--- src/rtl/xfc_pkg.sv ---
package xfc_pkg;

  // Strobes from control to datapath
  typedef struct packed {
    logic loadData;
    logic loadInst;
  } xfcStrobe_t;

  // Read-port register selects
  typedef enum logic [2:0] {
    SEL_VA    = 3'd0,
    SEL_STAT  = 3'd1,
    SEL_DFORM = 3'd2,
    SEL_ITAG  = 3'd3,
    SEL_IFORM = 3'd4
  } xfcSel_e;

  localparam int OPC_W  = 6;
  localparam int RA_W   = 5;
  localparam int OPC_LSB = 11;
  localparam int RA_LSB  = 6;
  localparam int STAT_W  = OPC_LSB + OPC_W;

endpackage

--- src/rtl/xfc_ctrl.sv ---
module xfc_ctrl
  import xfc_pkg::*;
(
  input  logic       dFaultValid,
  input  logic       dFaultSpec,
  input  logic       dFaultPteLoad,
  input  logic       dFaultNoFault,
  input  logic       iFaultValid,
  input  logic       iFaultSpec,
  output xfcStrobe_t strobe
);

  logic dBlocked;
  logic iBlocked;

  always_comb begin
    // Data side: speculative, table-walk and no-fault accesses skip capture
    dBlocked = dFaultSpec | dFaultPteLoad | dFaultNoFault;
    // Instruction side: only speculation blocks capture
    iBlocked = iFaultSpec;
    strobe.loadData = dFaultValid & ~dBlocked;
    strobe.loadInst = iFaultValid & ~iBlocked;
  end

endmodule

--- src/rtl/xfc_fmt.sv ---
module xfc_fmt #(
  parameter int ADDR_W     = 64,
  parameter int PAGE_SHIFT = 13,
  parameter int PTE_SHIFT  = 3
) (
  input  logic [ADDR_W-1:0] ptBase,
  input  logic [ADDR_W-1:0] addr,
  output logic [ADDR_W-1:0] pteAddr
);

  localparam int VPN_W = ADDR_W - PAGE_SHIFT;

  logic [VPN_W-1:0]  vpn;
  logic [ADDR_W-1:0] vpnScaled;

  always_comb begin
    vpn       = addr[ADDR_W-1:PAGE_SHIFT];
    vpnScaled = ADDR_W'(vpn) << PTE_SHIFT;
    pteAddr   = ptBase | vpnScaled;
  end

endmodule

--- src/rtl/xfc_datapath.sv ---
module xfc_datapath
  import xfc_pkg::*;
#(
  parameter int ADDR_W     = 64,
  parameter int PAGE_SHIFT = 13,
  parameter int PTE_SHIFT  = 3
) (
  input  logic              clk,
  input  logic              rstN,
  input  xfcStrobe_t        strobe,
  input  logic [ADDR_W-1:0] dFaultVaddr,
  input  logic [OPC_W-1:0]  dFaultOpcode,
  input  logic [RA_W-1:0]   dFaultRa,
  input  logic [ADDR_W-1:0] iFaultPc,
  input  logic [ADDR_W-1:0] dPtBase,
  input  logic [ADDR_W-1:0] iPtBase,
  output logic [ADDR_W-1:0] capVa,
  output logic [ADDR_W-1:0] capStat,
  output logic [ADDR_W-1:0] capDForm,
  output logic [ADDR_W-1:0] capITag,
  output logic [ADDR_W-1:0] capIForm
);

  localparam int NUM_FMT = 2;

  logic [ADDR_W-1:0] fmtBase [NUM_FMT];
  logic [ADDR_W-1:0] fmtAddr [NUM_FMT];
  logic [ADDR_W-1:0] fmtOut  [NUM_FMT];
  logic [STAT_W-1:0] statNext;

  assign fmtBase[0] = dPtBase;
  assign fmtAddr[0] = dFaultVaddr;
  assign fmtBase[1] = iPtBase;
  assign fmtAddr[1] = iFaultPc;

  // One formatter per translation side
  for (genvar g = 0; g < NUM_FMT; g++) begin : gFmt
    xfc_fmt #(
      .ADDR_W    (ADDR_W),
      .PAGE_SHIFT(PAGE_SHIFT),
      .PTE_SHIFT (PTE_SHIFT)
    ) uFmt (
      .ptBase (fmtBase[g]),
      .addr   (fmtAddr[g]),
      .pteAddr(fmtOut[g])
    );
  end

  always_comb begin
    statNext = '0;
    statNext[OPC_LSB +: OPC_W] = dFaultOpcode;
    statNext[RA_LSB  +: RA_W]  = dFaultRa;
  end

  always_ff @(posedge clk or negedge rstN) begin
    if (!rstN) begin
      capVa    <= '0;
      capStat  <= '0;
      capDForm <= '0;
    end else if (strobe.loadData) begin
      capVa    <= dFaultVaddr;
      capStat  <= ADDR_W'(statNext);
      capDForm <= fmtOut[0];
    end
  end

  always_ff @(posedge clk or negedge rstN) begin
    if (!rstN) begin
      capITag  <= '0;
      capIForm <= '0;
    end else if (strobe.loadInst) begin
      capITag  <= iFaultPc;
      capIForm <= fmtOut[1];
    end
  end

endmodule

--- src/rtl/xfc_readmux.sv ---
module xfc_readmux
  import xfc_pkg::*;
#(
  parameter int ADDR_W = 64
) (
  input  logic [2:0]        rdAddr,
  input  logic [ADDR_W-1:0] capVa,
  input  logic [ADDR_W-1:0] capStat,
  input  logic [ADDR_W-1:0] capDForm,
  input  logic [ADDR_W-1:0] capITag,
  input  logic [ADDR_W-1:0] capIForm,
  output logic [ADDR_W-1:0] rdData
);

  always_comb begin
    unique case (rdAddr)
      SEL_VA:    rdData = capVa;
      SEL_STAT:  rdData = capStat;
      SEL_DFORM: rdData = capDForm;
      SEL_ITAG:  rdData = capITag;
      SEL_IFORM: rdData = capIForm;
      default:   rdData = '0;
    endcase
  end

endmodule

--- src/rtl/xlat_fault_capture.sv ---
module xlat_fault_capture
  import xfc_pkg::*;
#(
  parameter int ADDR_W     = 64,
  parameter int PAGE_SHIFT = 13,
  parameter int PTE_SHIFT  = 3
) (
  input  logic              clk,
  input  logic              rstN,
  input  logic              dFaultValid,
  input  logic [ADDR_W-1:0] dFaultVaddr,
  input  logic [5:0]        dFaultOpcode,
  input  logic [4:0]        dFaultRa,
  input  logic              dFaultSpec,
  input  logic              dFaultPteLoad,
  input  logic              dFaultNoFault,
  input  logic              iFaultValid,
  input  logic [ADDR_W-1:0] iFaultPc,
  input  logic              iFaultSpec,
  input  logic [ADDR_W-1:0] dPtBase,
  input  logic [ADDR_W-1:0] iPtBase,
  input  logic [2:0]        rdAddr,
  output logic [ADDR_W-1:0] rdData
);

  xfcStrobe_t        strobe;
  logic [ADDR_W-1:0] capVa;
  logic [ADDR_W-1:0] capStat;
  logic [ADDR_W-1:0] capDForm;
  logic [ADDR_W-1:0] capITag;
  logic [ADDR_W-1:0] capIForm;

  xfc_ctrl uCtrl (
    .dFaultValid  (dFaultValid),
    .dFaultSpec   (dFaultSpec),
    .dFaultPteLoad(dFaultPteLoad),
    .dFaultNoFault(dFaultNoFault),
    .iFaultValid  (iFaultValid),
    .iFaultSpec   (iFaultSpec),
    .strobe       (strobe)
  );

  xfc_datapath #(
    .ADDR_W    (ADDR_W),
    .PAGE_SHIFT(PAGE_SHIFT),
    .PTE_SHIFT (PTE_SHIFT)
  ) uDp (
    .clk         (clk),
    .rstN        (rstN),
    .strobe      (strobe),
    .dFaultVaddr (dFaultVaddr),
    .dFaultOpcode(dFaultOpcode),
    .dFaultRa    (dFaultRa),
    .iFaultPc    (iFaultPc),
    .dPtBase     (dPtBase),
    .iPtBase     (iPtBase),
    .capVa       (capVa),
    .capStat     (capStat),
    .capDForm    (capDForm),
    .capITag     (capITag),
    .capIForm    (capIForm)
  );

  xfc_readmux #(
    .ADDR_W(ADDR_W)
  ) uRd (
    .rdAddr  (rdAddr),
    .capVa   (capVa),
    .capStat (capStat),
    .capDForm(capDForm),
    .capITag (capITag),
    .capIForm(capIForm),
    .rdData  (rdData)
  );

endmodule

--- config.mk ---
export PLATFORM = sky130hd
export DESIGN_NAME = xlat_fault_capture
export DESIGN_NICKNAME = d
export VERILOG_FILES = /design/src/rtl/xfc_pkg.sv /design/src/rtl/xfc_ctrl.sv /design/src/rtl/xfc_fmt.sv /design/src/rtl/xfc_datapath.sv /design/src/rtl/xfc_readmux.sv /design/src/rtl/xlat_fault_capture.sv
export SDC_FILE = /design/constraint.sdc
export NUM_CORES = 1
export LEC_CHECK = 0
export ABC_CLOCK_PERIOD_IN_PS = 3100
export CAP_MARGIN = 20
export CORE_MARGIN = 1
export CORE_UTILIZATION = 40
export DETAILED_ROUTE_END_ITERATION = 10
export GPL_TIMING_DRIVEN = 0
export PLACE_DENSITY = 0.68
export REMOVE_ABC_BUFFERS = 1
export SLEW_MARGIN = 20
export SYNTH_ARGS = -nofsm -noshare
export SYNTH_HDL_FRONTEND = slang
export SYNTH_SLANG_ARGS = --single-unit
--- constraint.sdc ---
create_clock -name clk -period 3.1 [get_ports clk]
set_clock_uncertainty 0.15 [all_clocks]
set_input_delay 0.62 -clock clk [delete_from_list [all_inputs] [get_ports clk]]
set_output_delay 0.62 -clock clk [all_outputs]
set_load 0.01 [all_outputs]
==> results of run 1 <==
-- sequential cells by signal (all words and copies together), names as in the netlist --
name          count
uDp.capVa        64
uDp.capStat      11
uDp.capDForm     64
uDp.capITag      64
uDp.capIForm     64
-- metrics by stage --
step,utilization,hold slack (ps),TNS [ps],cells,power (uW)
finish,0.578,328,0,1776,9960
global route,0.578,349,0,1776,10400
CTS,0.576,334,0,1771,10100
detailed placement,0.538,320,-56300,1710,6280
global placement,0.517,312,-4853120,1668,6230
floorplan,-,174,-976100,937,5340
-- logic make-up (layout without fill, tap and decap cells) --
group / Yosys count / count (layout) / share of synthesized area
DFF: 267 / 267 / 0.557
and+or+nand+nor: 264 / 265 / 0.0871
AOI/OAI and AO/OA: 230 / 230 / 0.141
muxes: 176 / 176 / 0.164
buffers and inverters: 70 / 446 / 0.0511
other: 0 / 2 / 0
-- worst max-delay path, stage by stage --
cell	delay, ps
buf_12	160
nor3b_4	260
buf_6	160
buf_6	150
buf_8	150
a22oi_1	80
nand2_1	80
clkdlybuf4s50_1	560
-- worst paths after layout --
check	endpoint	slack, ps	cells past startpoint
min	uDp.capIForm[27]$_DFFE_PN0P_	330	2
min reg2reg	uDp.capIForm[27]$_DFFE_PN0P_	330	2
min in group asynchronous	uDp.capITag[0]$_DFFE_PN0P_	450	2
max reg2reg	uDp.capStat[6]$_DFFE_PN0P_	2170	1
max in group asynchronous	uDp.capVa[42]$_DFFE_PN0P_	1160	4
max	rdData[47]	70	8
-- per-layer routing --
metal	global-route usage	vias up	part of all wire
met3	0.0481	46	0.071
met5	0	-	0
met1	0.284	4426	0.43
met4	0.0620	0	0.025
met2	0.348	266	0.48
li1	-	4288	-
-- power by group --
| group | leakage (uW) | total, uW | switching [uW] | internal [uW] |
|---|---|---|---|---|
| Sequential | 0.00310 | 4420 | 318 | 4100 |
| Combinational | 0.00364 | 1790 | 717 | 1080 |
| Clock | 0.000518 | 3740 | 1410 | 2340 |
-- cell type report --
class / instances / area, um2
fill: 2483 / 12500
timing repair buffer: 393 / 4110
multi-input combinational: 671 / 4750
tap: 390 / 488
clock buffer: 43 / 868
clock inverter: 10 / 175
sequential: 267 / 6680
antenna: 2 / 5.00
-- cells in the final DEF, fill, tap and decap left out, types with 6 or more instances in the layout --
cell             netlist  final
mux2i_1               11     11
a22oi_1              106    106
clkdlybuf4s50_1        0    317
clkbuf_8               8      9
nand2_1              104    104
clkbuf_16              0     29
buf_8                  0     13
a21oi_2               49     49
dlygate4sd2_1          0     19
o2bb2ai_1             11     11
buf_6                 17     18
o21ai_0               51     51
buf_4                  1     14
buf_16                 0      6
a221o_1               11     11
mux2_2               165    165
nor2_1               153    153
dfrtp_1              267    267
-- what timing repair did --
| item | 4_1_cts | 5_1_grt |
|---|---|---|
| buffers inserted | 6 | 4 |
| resized for setup | 45 | 2 |
| hold buffers | 1 | 0 |
| hold endpoints to repair | 59 | 0 |
| cloned | 1 | 0 |
| pin swaps | 3 | 0 |
| setup endpoints to repair | 64 | 24 |
==> metrics, run 1 <==
status=complete, no violations; final WL=32.4 mm; buffers added on ports=341; largest net degree at the start of global routing=85; Synth cell types=23; critical path launch point type=primary input; final hold violations=0; leading area contributor after synthesis=dfrtp_1; initial antenna violation count=2; Avg Synthesized Cell Area=11.9 um2; leak pwr=0.00725 uW; Area growth, synth to finish=42.3%; CP Data Required Time=between 2000 and 2500 ps; Num CTS Buffers=29; Die X-Extent=175 um; Hold Path Origin=uDp.capIForm[27]$_DFFE_PN0P_; first-pass GRT wire length=52.1 mm; Crit. End Element=output pin; worst setup margin=66.8 ps; nets=1640; Slew Limit Fails=0; Seq/Total Area, Yosys=0.557; Clock Path Buffers=3; Worst-Skew Late Latency=530 ps; number of global-route vias before repair=9652; Post-DP HPWL=23.0 mm; layout cell share with drive strength beyond 1=0.235; H-tree depth=1; EDFF count, synth=0; All-Layer GR Usage=0.213; die area=between 30000 and 40000 um2; Yosys warnings=0; # rows=63; CTS tree=built; max_slew headroom=0.558; Tightest Hold Check Type=reg2reg; period utilization=0.978; Root Buffer=clkbuf_16; synthesized instance count=just over 1000; clk slew on worst S/H paths=around 60 ps; Synth top area share=0.557; Syn Std Cell Area=12000 um2; IO Count=around 340; P per Cell Area=about 600 nW/um2; Die H=175 um; maxcap violations=0; FFs w/ async S/R, synth=1.00; #FFs+latches synth=~270; Initial DRC Count=~430; Worst VDD drop=slightly below 400 uV; top post-synthesis cells by count=dfrtp_1, mux2_2, nor2_1; fin crit period=slightly above 3000 ps; gr ovfl total=0; setup violators final=0; DR vias=9026; core footprint=about 30000 um2; Vias per Instance=5.08; drt drc=0; RSZ-0062 raised after global routing=no; Slew @ Worst Pin=about 660 ps; GP Congestion=approximately 0.76; FMAX=between 0.3 and 0.4 GHz; Initial Util=0.406; WL/cell=between 15 and 20 um; antenna-violating nets left=0; worst setup path startpoint=rdAddr[1]; post-route cell area=17100 um2; placed inst area=roughly 16000 um2; synth top area cells=dfrtp_1, mux2_2, a22oi_1, nor2_1, a21oi_2; Crit Path Category=in2out; DR pass1 iterations=4; critical path arrival=2260 ps; worst slack at placement=-1080 ps; Worst Path Max Fanout=16; most frequent cell after synthesis=dfrtp_1; Synth Flop Type=dfrtp_1; Critical R2R Launch=uDp.capStat[6]$_DFFE_PN0P_; CTS sink cnt=about 270
Note: power is estimated with default switching activity, not from simulation.
==> run 2, diff against run 1 <==
--- a/config.mk
+++ b/config.mk
@@ -13,7 +13,6 @@
 export GPL_TIMING_DRIVEN = 0
 export PLACE_DENSITY = 0.68
 export REMOVE_ABC_BUFFERS = 1
-export SLEW_MARGIN = 20
 export SYNTH_ARGS = -nofsm -noshare
 export SYNTH_HDL_FRONTEND = slang
 export SYNTH_SLANG_ARGS = --single-unit
==> metrics, run 2 (synthesis gave the netlist of run 1 again) <==
commonest non-fill, non-tap cell in the layout=clkdlybuf4s50_1; Internal=7350 uW (-2.2%); buffers added on ports=341 (unchanged); Hold Path Sink=uDp.capIForm[7]$_DFFE_PN0P_; drt drc=0 (unchanged); reg2reg end=uDp.capStat[6]$_DFFE_PN0P_; final WL=32.6 mm (+0.70%); period utilization=0.986 (+0.00756); gr ovfl total=0 (unchanged); Reg area=6680 um2 (unchanged); Area growth, synth to finish=43.2%; antenna-violating nets left=0 (unchanged); Crit Path Category=in2out; Worst-Skew Late Latency=540 ps (about the same); placed inst area=15900 um2 (+0.17%); # rows=63 (unchanged); Post-DP HPWL=22.5 mm (-2.1%); Crit. End Element=output pin; first-pass GRT wire length=51.7 mm (-0.85%); DR vias=8992 (-0.38%); Comb power frac=0.183 (+0.003); Worst VDD drop=427 uV (+9.1%); Hold Path Origin=uDp.capIForm[7]$_DFFE_PN0P_; setup violators final=0 (unchanged); leak pwr=0.00750 uW (+3.4%); Clock Path Buffers=3 (unchanged); Switch Pwr=2450 uW (+0.34%); CTS sink cnt=267 (unchanged); Initial DRC Count=503 (+18%); All-Layer GR Usage=0.213 (-0.000828); initial antenna violation count=3 (+1); number of global-route vias before repair=9513 (-1.4%); Worst Path Max Fanout=16 (unchanged); core footprint=29600 um2 (unchanged); Multi-input gate area=4750 um2 (unchanged); Vias per Instance=5.05 (-0.66%); worst reg-to-reg setup slack=2170 ps (about the same); status=complete, no violations; final hold slack=329 ps (+0.966 ps); Num CTS Buffers=30 (+3.4%); Die H=175 um (unchanged); CTS tree=built; Initial Util=0.406 (unchanged); nets=1642 (+0.12%); post-route cell area=17200 um2 (+0.65%); largest net degree at the start of global routing=111 (+31%); final hold violations=0 (unchanged); H-tree depth=1 (unchanged); Reg power frac=0.451 (+0.007); maxcap violations=0 (unchanged); Tightest Hold Check Type=reg2reg; DR pass1 iterations=5 (+1); P per Cell Area=570 nW/um2 (-2.2%); fin crit period=3060 ps (+23.4 ps); IO Count=342 (unchanged); Slew Limit Fails=0 (unchanged); GP Congestion=0.762 (unchanged); FMAX=0.327 GHz (-0.77%); worst slack at placement=-1760 ps (-685 ps); fill count=2478 (-0.20%); Reg2Reg Depth=1 (unchanged); Switching Fraction=0.250 (+0.00477); WL/cell=18.3 um (+0.42%); die area=30700 um2 (unchanged); hold depth=2 (unchanged); power share of the clock group=0.366 (-0.010); critical path launch point type=primary input; layout cell share with drive strength beyond 1=0.236 (+0.00148); max_slew headroom=0.615 (+0.0563); critical path arrival=2290 ps (+30 ps); Slew @ Worst Pin=578 ps (-84.5 ps); CP Data Required Time=2330 ps (about the same); Critical R2R Launch=uDp.capStat[6]$_DFFE_PN0P_; Root Buffer=clkbuf_16; Total Neg Setup Slack=0 ps (unchanged); worst setup margin=43.4 ps (-23.4 ps); most frequent cells in the layout=clkdlybuf4s50_1, dfrtp_1, mux2_2; Die X-Extent=175 um (unchanged); clk slew on worst S/H paths=50 ps (about the same)
## run 2: changes by cell type in the layout (fill, tap and decap cells not counted), moves of 3 or more
cell | previous run | this run
dlygate4sd2_1 | 19 | 12
clkbuf_16 | 29 | 34
bufinv_16 | 5 | 1
clkdlybuf4s50_1 | 317 | 306
buf_4 | 14 | 17
buf_6 | 18 | 11
dlymetal6s2s_1 | 1 | 19
buf_16 | 6 | 9
## run 2: worst max path at each step
| stage | start | to | cells after the start |
|---|---|---|---|
| after floorplan | dFaultSpec | uDp.capDForm[0]$_DFFE_PN0P_ | 2 |
| after global placement | rstN | uDp.capDForm[62]$_DFFE_PN0P_ | 1 |
| after detailed placement | rdAddr[1] | rdData[13] | 8 |
| after CTS | rdAddr[2] | rdData[53] | 8 |
| after global routing | rdAddr[0] | rdData[51] | 8 |
| final | rdAddr[1] | rdData[43] | 8 |
## run 2: what timing repair did
| item | 4_1_cts | 5_1_grt |
|---|---|---|
| pin swaps | 5 | 3 |
| hold buffers | 1 | 0 |
| endpoints found under the setup margin | 70 | 30 |
| cloned | 1 | 2 |
| setup buffers | 11 | 6 |
| endpoints found under the hold margin | 50 | 0 |
| resized for setup | 38 | 25 |
## run 2: layer usage
layer | vias to the layer above | GRT usage | share of wire
met2 | 288 | 0.348 | 0.48
met4 | 0 | 0.0601 | 0.022
met1 | 4361 | 0.285 | 0.43
li1 | 4296 | - | -
met3 | 47 | 0.0440 | 0.071
met5 | - | 0 | 0
## run 2: final cells by class
type                    instances  area share
flip-flops and latches        267       0.389
multi-input cells             671       0.276
repair buffers                394       0.247
clock buffers                  48      0.0552
well taps                     390      0.0284
clock inverters                 8     0.00408
diodes                          3    0.000437
## run 2: power by group through the flow
stage          clock [uW]  sequential, uW  combinational, uW
2_1_floorplan           0            4390                949
3_3_place_gp            0            4460               1770
3_5_place_dp            0            4480               1810
4_1_cts              3680            4420               1820
5_1_grt              3820            4500               1980
6_report             3590            4420               1800
## run 2: metrics by stage
step / std cells / utilization / total power [uW]
after floorplan: 937 / - / 5340
after global placement: 1668 / 0.517 / 6230
after detailed placement: 1702 / 0.539 / 6280
after CTS: 1770 / 0.576 / 9910
after global routing: 1781 / 0.582 / 10300
final: 1781 / 0.582 / 9800
## run 2: critical path: stages
cell and delay, ps:
buf_12 150, nor3_4 260, clkbuf_16 210, buf_16 150
buf_16 160, a22oi_1 100, nand2_1 70, clkdlybuf4s50_1 520
